### src/rtl/host_irq_ctrl.sv
module host_irq_ctrl #(
  parameter int DW        = 32,
  parameter int REPLY_BIT = 3,
  parameter int DB_BIT    = 0,
  parameter int ROUTE_LSB = 8
) (
  input  logic          clk,
  input  logic          rst_n,
  input  logic          reg_sel,
  input  logic          reg_wr,
  input  logic [DW-1:0] reg_wdata,
  output logic [DW-1:0] reg_rdata,
  input  logic          queue_empty,
  input  logic          db_write,
  input  logic          msi_en,
  output logic          irq_pri,
  output logic          irq_alt
);

  localparam logic [1:0] ROUTE_PRI = 2'b00;
  localparam logic [1:0] ROUTE_ALT = 2'b01;

  logic       db_st;
  logic       msk_reply, msk_db;
  logic [1:0] route;
  logic       pend;

  wire st_wr = reg_wr && !reg_sel;
  wire mk_wr = reg_wr &&  reg_sel;

  always_ff @(posedge clk or negedge rst_n)
    if (!rst_n)         db_st <= 1'b0;
    else if (db_write)  db_st <= 1'b1;
    else if (st_wr)     db_st <= 1'b0;

  always_ff @(posedge clk or negedge rst_n)
    if (!rst_n) begin
      msk_reply <= 1'b1;
      msk_db    <= 1'b1;
      route     <= ROUTE_PRI;
    end else if (mk_wr) begin
      msk_reply <= reg_wdata[REPLY_BIT];
      msk_db    <= reg_wdata[DB_BIT];
      route     <= reg_wdata[ROUTE_LSB +: 2];
    end

  assign pend = (!queue_empty && !msk_reply) || (db_st && !msk_db);

  always_ff @(posedge clk or negedge rst_n)
    if (!rst_n) begin
      irq_pri <= 1'b0;
      irq_alt <= 1'b0;
    end else begin
      irq_pri <= pend && !msi_en && (route == ROUTE_PRI);
      irq_alt <= pend && !msi_en && (route == ROUTE_ALT);
    end

  always_comb begin
    reg_rdata = '0;
    if (reg_sel) begin
      reg_rdata[REPLY_BIT]        = msk_reply;
      reg_rdata[DB_BIT]           = msk_db;
      reg_rdata[ROUTE_LSB +: 2]   = route;
    end else begin
      reg_rdata[REPLY_BIT]        = !queue_empty;
      reg_rdata[DB_BIT]           = db_st;
    end
  end

endmodule


### config.mk
export PLATFORM = sky130hd
export DESIGN_NAME = host_irq_ctrl
export DESIGN_NICKNAME = d
export VERILOG_FILES = /design/src/rtl/host_irq_ctrl.sv
export SDC_FILE = /design/constraint.sdc
export NUM_CORES = 1
export LEC_CHECK = 0
export BUFFER_PORTS_ARGS = -buffer_cell sky130_fd_sc_hd__buf_4
export CORE_ASPECT_RATIO = 1.25
export CORE_UTILIZATION = 30
export DETAILED_ROUTE_END_ITERATION = 7
export GPL_ROUTABILITY_DRIVEN = 0
export PLACE_DENSITY = 0.79
export SYNTH_ARGS = -nofsm -noshare
export SYNTH_HDL_FRONTEND = slang
export SYNTH_SLANG_ARGS = --single-unit
### constraint.sdc
create_clock -name clk -period 1.2 [get_ports clk]
set_input_delay 0.3 -clock clk [delete_from_list [all_inputs] [get_ports clk]]
set_output_delay 0.3 -clock clk [all_outputs]
set_load 0.1 [all_outputs]
Word level (Yosys, flattened, before mapping)
Index checks and enable logic that the tools add are counted.

operators by class
  eq/ne operators = 1
  reductions and logical operators = 15
  multiplexer cells = 5

operators with widths
  operator                                                          number
  1-bit logical AND                                                 7
  1-bit zero test                                                   5
  1-bit 2-to-1 mux                                                  4
  2-bit by 1-bit == test with 1-bit output (second input constant)  1
  2-bit zero test                                                   1
  2-bit 2-to-1 mux                                                  1
  2-bit nonzero test                                                1
  1-bit logical OR                                                  1

word-level totals
  bits in registers = 7
  output and inout bits = 34

Depth between registers and ports, before layout
Gate-level depths: netlist of run 1.

  depth after elaboration = 5
  depth in mapped cells = 2
  gate-level depth less buffers = 2

Least setup slack after synthesis of run 1
Ideal clock, no wire load.

  path kind = input -> output
  start = input port queue_empty
  end = output port reg_rdata[3]
  arrival = 2,413 ps
  stages = 1
  data required time = 900 ps
  slack = -1,513 ps
  cells stage by stage = o21ai_0

between the ends
  longest elaborated chain between the ends = 2

ends and longest elaborated chain
  item              RTL line  source
  start, declared   13        input logic queue_empty,
  1-bit zero test   65        reg_rdata[REPLY_BIT] = !queue_empty;
  1-bit 2-to-1 mux  60        if (reg_sel) begin
  end, declared     12        output logic [DW-1:0] reg_rdata,

Every way passes these cells.

Worst setup path in the final report of run 1
  start = register msk_reply
  end = output port reg_rdata[3]

between the ends
  longest elaborated chain between the ends = 1

ends and longest elaborated chain
  item                    RTL line  source
  start, declared         24        logic msk_reply, msk_db;
  start signal, assigned  42        msk_reply <= reg_wdata[REPLY_BIT];
  1-bit 2-to-1 mux        60

Every way passes these cells.

==> flow_summary.toml, run 1 <==
[yosys]
synth.distinct_cells = 14
avgSynthCellArea_sq_um = 10.1
yosysTopAreaCell = "buf_4"
yosys_warnings = 0
ys_seq_area_frac = 0.333
synth-seq-cells = 7
synthCells = 53
syn_area_sq_um = 533
synth_top_area_frac = 0.394
yosys-top-cells-area = "buf_4 39%, dfrtp_1 23%, dfstp_2 9.9%, mux2_2 8.5%, a2111oi_2 5.6%"

[sta]
slew_viol_final = 0
fmax_mhz = 710
setup_viol = 4
finalCritPeriodShare = 1.17
skew_ns = 0.00747
finalCriticalPeriod_ns = 1.41
hold_slack_ns = 0.231
hold_violations = 0
timing.final.ws_setup_ns = -0.208
grt_setup_unrepaired = "true"
final.setup.tns_ns = -0.564

[clock_tree]
path_clk_slew_ns = 0.06
cts_buffers = 3
cts_buffer_depth = 2
cts.sinks = 7
clk_latency_ns = 0.25
htreeDepth = 1
cts_tree = "built"
clock_tree.root_cell = "clkbuf_4"

[outcome]
failed_checks = "negative setup slack"
status = "finished, violations left"

[placed_design]
dpl_worst_slack_ns = -0.0623
io_buffer_count = 16
hpwl_microns = 673

[routing]
ant_nets = 0
drcViolationCount = 0
drtIter0Drc = 3
wl_per_cell_microns = 8.63
num_vias = 358
routed_via_density = 3.69
dr.pass1.iters = 4
totalWireLength_microns = 837

[critical_path]
cpPeakStageDelay_ns = 0.54
end_kind = "output port"
worstPathArrival_ns = 1.11
crit_type = "register to output port"
crit_family = "flip-flops"
worstPathRequired_ns = 0.90
worstSetupStartpointType = "register"
cp_cell_sequence = "nand2_2 -> o21ai_2 -> buf_12"
cp_max_fo = 2
critPathBufInv = 1
cp_slowest_cell = "dfstp_2"

[global_routing]
track_usage = 0.0962
antenna_found_initial = 0
overflow = 0
grt_pass1_wl_microns = 1240
grt_pass1_vias = 335
grt_max_degree = 8

[floorplanning]
coreArea_sq_um = 1620
start_util = 0.329
die_w_microns = 39.7
num_rows = 16
die_area_sq_um = 1950
dieHeight_microns = 49.1
pin_count = 73

[finish]
drive_gt1_frac = 0.506
fillers = 157
num-nets-final = 119
synthToLayoutAreaGrowth_pct = 39.2
post-route-util = 0.458
diodes = 0
final_cell_mix = "28 x conb_1, 18 x buf_4, 5 x dfrtp_1"
final_common_cell = "conb_1"

[pwr]
peakVddDrop_mv = 0.546
p_leak_nw = 0.378
power.total_w = 0.00128
powerDensity_nw_per_um2 = 1720

[job]
maxCapViolations = 0

[hold_path]
hp-class = "input port to register"
[layout make-up]
cell class              instances  area, sq um  area share
inverters                       1         3.75     0.00506
flip-flops and latches          7          178       0.239
repair buffers                 23          225       0.304
multi-input cells              44          285       0.384
clock buffers                   3         22.5      0.0304
well taps                      18         22.5      0.0304
clock inverters                 1         5.00     0.00675
[kinds of logic (layout without fill, tap and decap cells)]
group                  Yosys count  in the layout  share of synthesized area
muxes                            5              5                      0.106
DFF                              7              7                      0.333
and+or+nand+nor                  7              7                     0.0728
other                            1             28                    0.00704
AOI/OAI and AO/OA                4              4                     0.0798
buffers and inverters           29             28                      0.401
[through the flow]
| stage | cell area [sq um] | cells |
|---|---|---|
| finish | 742 | 97 |
| floorplan | 644 | 80 |
| CTS | 712 | 97 |
| global placement | 607 | 90 |
| detailed placement | 607 | 90 |
| global route | 742 | 97 |
[synth_stat cells]
master     number
nand2_1         2
and2_1          2
nand2b_1        2
mux2_2          4
buf_4          28
mux2_1          1
or2_1           1
conb_1          1
o21ai_0         1
dfstp_2         2
dfrtp_1         5
inv_1           1
a2111oi_2       2
a21o_1          1
[power breakdown]
group          switching [W]  internal (W)  total [W]
Combinational       0.000614      0.000166   0.000781
Sequential         0.0000140      0.000271   0.000285
Clock              0.0000900      0.000122   0.000212
Total               0.000718      0.000559    0.00128
[what timing repair did]
| item | 4_1_cts | 5_1_grt |
|---|---|---|
| setup endpoints to repair | 4 | 6 |
| hold endpoints to repair | 5 | 0 |
| hold buffers | 1 | 0 |
| gates resized for setup | 13 | 4 |
| pin swaps | 1 | 2 |
| setup buffers | 2 | 1 |
[worst register-to-register path: cells and delay by family, from the launching register on]
| kind | cells | cell delay (ns) |
|---|---|---|
| DFF | 1 | 0.37 |
| AOI/OAI and AO/OA | 1 | 0.28 |
| and+or+nand+nor | 1 | 0.27 |
| buffers and inverters | 1 | 0.13 |
[layer usage]
metal | GRT usage | share of wire
met2 | 0.172 | 0.62
met1 | 0.0723 | 0.29
met3 | 0.0548 | 0.087
met5 | 0 | 0
met4 | 0.0517 | 0
[flip-flops by register name (all words and copies together) (netlist names)]
signal     flops
msk_db         1
msk_reply      1
route          2
irq_pri        1
irq_alt        1
db_st          1
[final timing paths]
path	from	depth (start not counted)	end	slack [ns]
max	msk_reply	3	reg_rdata[3]	-0.21
min in group asynchronous	rst_n	2	irq_alt	0.39
max reg2reg	msk_reply	3	irq_pri	0.05
min reg2reg	route[0]	2	irq_pri	0.55
max in group asynchronous	rst_n	2	msk_db	0.60
min	db_write	2	db_st	0.23
Power figures use the tool's default switching activity.
==> run 2: changes to the inputs <==
--- a/config.mk
+++ b/config.mk
@@ -6,11 +6,13 @@
 export NUM_CORES = 1
 export LEC_CHECK = 0
 export BUFFER_PORTS_ARGS = -buffer_cell sky130_fd_sc_hd__buf_4
+export CELL_PAD_IN_SITES_DETAIL_PLACEMENT = 0
+export CELL_PAD_IN_SITES_GLOBAL_PLACEMENT = 2
 export CORE_ASPECT_RATIO = 1.25
-export CORE_UTILIZATION = 30
+export CORE_UTILIZATION = 13
 export DETAILED_ROUTE_END_ITERATION = 7
 export GPL_ROUTABILITY_DRIVEN = 0
-export PLACE_DENSITY = 0.79
+export PLACE_DENSITY_LB_ADDON = 0.1
 export SYNTH_ARGS = -nofsm -noshare
 export SYNTH_HDL_FRONTEND = slang
 export SYNTH_SLANG_ARGS = --single-unit
==> flow_summary.toml, run 2 (synthesized netlist as in run 1, its figures left out) <==
[global_routing]
grt_pass1_vias = 282
overflow = 0
grt_max_degree = 8
track_usage = 0.0474
antenna_found_initial = 0
grt_pass1_wl_microns = 1430

[routing]
totalWireLength_microns = 1030
routed_via_density = 2.67
met2WireLength_microns = 540
wl_per_cell_microns = 7.80
ant_nets = 0
drtIter0Drc = 10
drcViolationCount = 0
route.met3.wl_microns = 100
wl_met1_microns = 354
dr.pass1.iters = 2
num_vias = 353
top_layer = "met4"

[floorplanning]
coreArea_sq_um = 3850
die_area_sq_um = 4360
num_rows = 25
pin_count = 73
dieHeight_microns = 73.6
start_util = 0.139
die_w_microns = 59.3

[critical_path]
cpPeakStageDelay_ns = 0.53
cp_max_fo = 2
worstSetupStartpointType = "register"
worstPathArrival_ns = 1.07
cp_cell_sequence = "nand2_2 -> o21ai_2 -> buf_12"
end_kind = "output port"
worstPathRequired_ns = 0.90
cp_slowest_cell = "dfstp_2"
crit_type = "register to output port"

[finish]
final_cell_mix = "28 x conb_1, 17 x buf_4, 5 x dfrtp_1"
diodes = 0
fillers = 423
final_area_sq_um = 797
num-nets-final = 118
synthToLayoutAreaGrowth_pct = 49.5
largest_reg_flops = 2
largest-register = "route"
drive_gt1_frac = 0.487
final_common_cell = "conb_1"

[clock_tree]
cts_setup_buffers = 0
path_clk_slew_ns = 0.04
cts_tree = "built"
cts_buffers = 3
clk_latency_ns = 0.23
cts_buffer_depth = 2
clock_tree.root_cell = "clkbuf_8"
htreeDepth = 1
cts.sinks = 7

[outcome]
status = "finished, violations left"
failed_checks = "negative setup slack"

[sta]
final.setup.tns_ns = -0.430
slew_viol_final = 0
grt_setup_unrepaired = "true"
hold_violations = 0
fmax_mhz = 731
finalCritPeriodShare = 1.14
finalCriticalPeriod_ns = 1.37
skew_ns = 0.000830
setup_viol = 4
timing.final.ws_setup_ns = -0.168

[pwr]
powerDensity_nw_per_um2 = 1750
peakVddDrop_mv = 0.396
p_leak_nw = 0.379

[placed_design]
dpl_worst_slack_ns = -0.0738
hpwl_microns = 833
io_buffer_count = 16
placed_area_sq_um = 659

[hold_path]
hp-class = "input port to register"

[job]
maxCapViolations = 0
-- run 2: worst paths after layout --
| path | startpoint | to | slack, ns | depth (start not counted) |
|---|---|---|---|---|
| worst min register to register | route[1] | irq_alt | 0.54 | 2 |
| max in group asynchronous | rst_n | msk_db | 0.56 | 2 |
| worst min-delay path | db_write | db_st | 0.25 | 2 |
| worst max register to register | msk_db | irq_pri | 0.06 | 3 |
| min in group asynchronous | rst_n | irq_pri | 0.43 | 2 |
| worst max-delay path | msk_reply | reg_rdata[3] | -0.17 | 3 |
-- run 2: timing repair --
item / in CTS / in global routing
pin swaps: 2 / 0
setup endpoints to repair: 6 / 6
endpoints found under the hold margin: 5 / 0
hold buffers: 1 / 0
resized for setup: 13 / 4
-- run 2: area by class of cell --
class | instances | area, sq um | share of cell area
clock buffers | 4 | 45.0 | 0.0565
inverters | 1 | 3.75 | 0.00471
well taps | 54 | 67.6 | 0.0848
flip-flops and latches | 7 | 178 | 0.223
multi-input cells | 44 | 285 | 0.358
repair buffers | 22 | 218 | 0.273
-- run 2: critical path, delay by kind of cell (launching register included) --
family                 cells  cell delay, ns
flip-flops                 1            0.53
buffers and inverters      1            0.19
AO/OA/AOI/OAI              1            0.07
AND/OR/NAND/NOR            1            0.05
-- run 2: per-layer routing --
metal  vias to the layer above  global-route usage
met5                         -                   0
met4                         0              0.0397
met3                         4              0.0158
met2                        27              0.0649
met1                       158              0.0586
li1                        164                   -
-- run 2: stage by stage --
step	util	total power [W]	hold WS [ns]	instances
4_1_cts	0.199	0.00139	0.245	132
3_5_place_dp	0.171	0.000993	0.126	127
3_3_place_gp	0.171	0.000996	0.128	127
6_report	0.207	0.00140	0.255	132
2_1_floorplan	-	0.000953	0.00441	80
5_1_grt	0.207	0.00145	0.268	132
-- run 2: where the power goes --
group | internal, W | switching (W) | total [W]
Sequential | 0.000271 | 0.0000121 | 0.000284
Combinational | 0.000164 | 0.000616 | 0.000780
Clock | 0.000230 | 0.000104 | 0.000334
Total | 0.000666 | 0.000731 | 0.00140
==> run 3: changes to the inputs <==
==> constraint.sdc (replaced) <==
create_clock -name clk -period 1.5 [get_ports clk]
set_input_delay 0.375 -clock clk [delete_from_list [all_inputs] [get_ports clk]]
set_output_delay 0.375 -clock clk [all_outputs]
set_load 0.1 [all_outputs]
==> flow_summary.toml, run 3 (synthesized netlist as in run 1, its figures left out) <==
[routing]
drcViolationCount = 0
drtIter0Drc = 5
dr.pass1.iters = 3
totalWireLength_microns = 926
num_vias = 323
ant_nets = 0
wl_per_cell_microns = 7.23
routed_via_density = 2.52

[clock_tree]
cts_tree = "built"
cts_buffer_depth = 2
cts_buffers = 3
clk_latency_ns = 0.22
path_clk_slew_ns = 0.04
cts.sinks = 7
clock_tree.root_cell = "clkbuf_8"
htreeDepth = 1

[placed_design]
io_buffer_count = 16
hpwl_microns = 804
placed_area_sq_um = 633

[finish]
final_cell_mix = "28 x conb_1, 15 x buf_4, 5 x dfrtp_1"
synthToLayoutAreaGrowth_pct = 34.3
final_area_sq_um = 716
drive_gt1_frac = 0.432
diodes = 0
final_common_cell = "conb_1"
num-nets-final = 114
largest_reg_flops = 2
largest-register = "route"

[floorplanning]
dieHeight_microns = 73.6
coreArea_sq_um = 3850
die_area_sq_um = 4360
die_w_microns = 59.3
start_util = 0.139
num_rows = 25
pin_count = 73

[global_routing]
grt_max_degree = 8
grt_pass1_wl_microns = 1220
grt_pass1_vias = 263
track_usage = 0.0420
antenna_found_initial = 0
overflow = 0

[sta]
finalCriticalPeriod_ns = 1.47
finalCritPeriodShare = 0.978
fmax_mhz = 682
grt_setup_unrepaired = "false"
hold_violations = 0
slew_viol_final = 0
setup_viol = 0
skew_ns = 0.00195
final.setup.tns_ns = 0

[critical_path]
crit_type = "register to output port"
cp_cell_sequence = "mux2_2 -> buf_12"
cp_max_fo = 3
rrSetupSlack_ns = 0.40
worstPathArrival_ns = 1.09
worstPathRequired_ns = 1.12
startpoint = "msk_db"
r2r-start = "msk_reply"
cp_slowest_cell = "dfstp_2"
ff2ff_path_depth = 2
cpPeakStageDelay_ns = 0.52
reg2reg_to = "irq_alt"
end_kind = "output port"
worstSetupStartpointType = "register"

[pwr]
powerDensity_nw_per_um2 = 1470
p_leak_nw = 0.346
peakVddDrop_mv = 0.293

[hold_path]
whs_path_depth = 2
hp-class = "input port to register"
holdCritStartpoint = "db_write"
hold_path_end = "db_st"

[outcome]
status = "completed"

[job]
maxCapViolations = 0
[run 3: cell count changes in the layout (fill, tap and decap cells not counted), sizes merged]
| cell | before | now |
|---|---|---|
| buf | 21 | 17 |
[run 3: timing repair]
action                                  4_1_cts  5_1_grt
endpoints found under the setup margin        2        2
endpoints found under the hold margin         5        0
setup buffers                                 0        0
resized for setup                             4        3
hold buffers                                  1        0
[run 3: worst max path at each step]
| stage | endpoint | cells past startpoint |
|---|---|---|
| after floorplan | reg_rdata[0] | 1 |
| after global placement | reg_rdata[0] | 3 |
| after detailed placement | reg_rdata[0] | 3 |
| after CTS | reg_rdata[3] | 3 |
| after global routing | reg_rdata[9] | 2 |
| final | reg_rdata[0] | 2 |
[run 3: critical path, delay by kind of cell (launching register included)]
kind	cells	cell delay, ns
flip-flops	1	0.52
buffers and inverters	1	0.17
multiplexers	1	0.18
[run 3: routing by layer]
layer,GRT usage,vias up,part of all wire
met4,0.0317,0,0.015
met3,0.0229,2,0.090
li1,-,157,-
met2,0.0637,24,0.52
met5,0,-,0
met1,0.0427,140,0.37
[run 3: stage by stage]
| step | total power, W | instances | util | hold slack (ns) | setup slack [ns] |
|---|---|---|---|---|---|
| after floorplan | 0.000762 | 80 | - | 0.0794 | 0.135 |
| after global placement | 0.000773 | 123 | 0.165 | 0.201 | 0.0359 |
| after detailed placement | 0.000772 | 123 | 0.165 | 0.196 | 0.0445 |
| after CTS | 0.00105 | 128 | 0.183 | 0.328 | 0.00112 |
| after global routing | 0.00110 | 128 | 0.186 | 0.322 | 0.00192 |
| final | 0.00105 | 128 | 0.186 | 0.331 | 0.0327 |
[run 3: power breakdown]
group	switching, W	internal, W
sequential	0.0000168	0.000217
combinational	0.000467	0.0000898
clock	0.0000769	0.000183
total	0.000561	0.000491
[run 3: area by class of cell]
| cell class | instances | area [sq um] |
|---|---|---|
| fill | 434 | 3130 |
| multi-input combinational | 44 | 259 |
| sequential | 7 | 178 |
| timing repair buffer | 18 | 163 |
| tap | 54 | 67.6 |
| clock buffer | 4 | 45.0 |
| inverter | 1 | 3.75 |
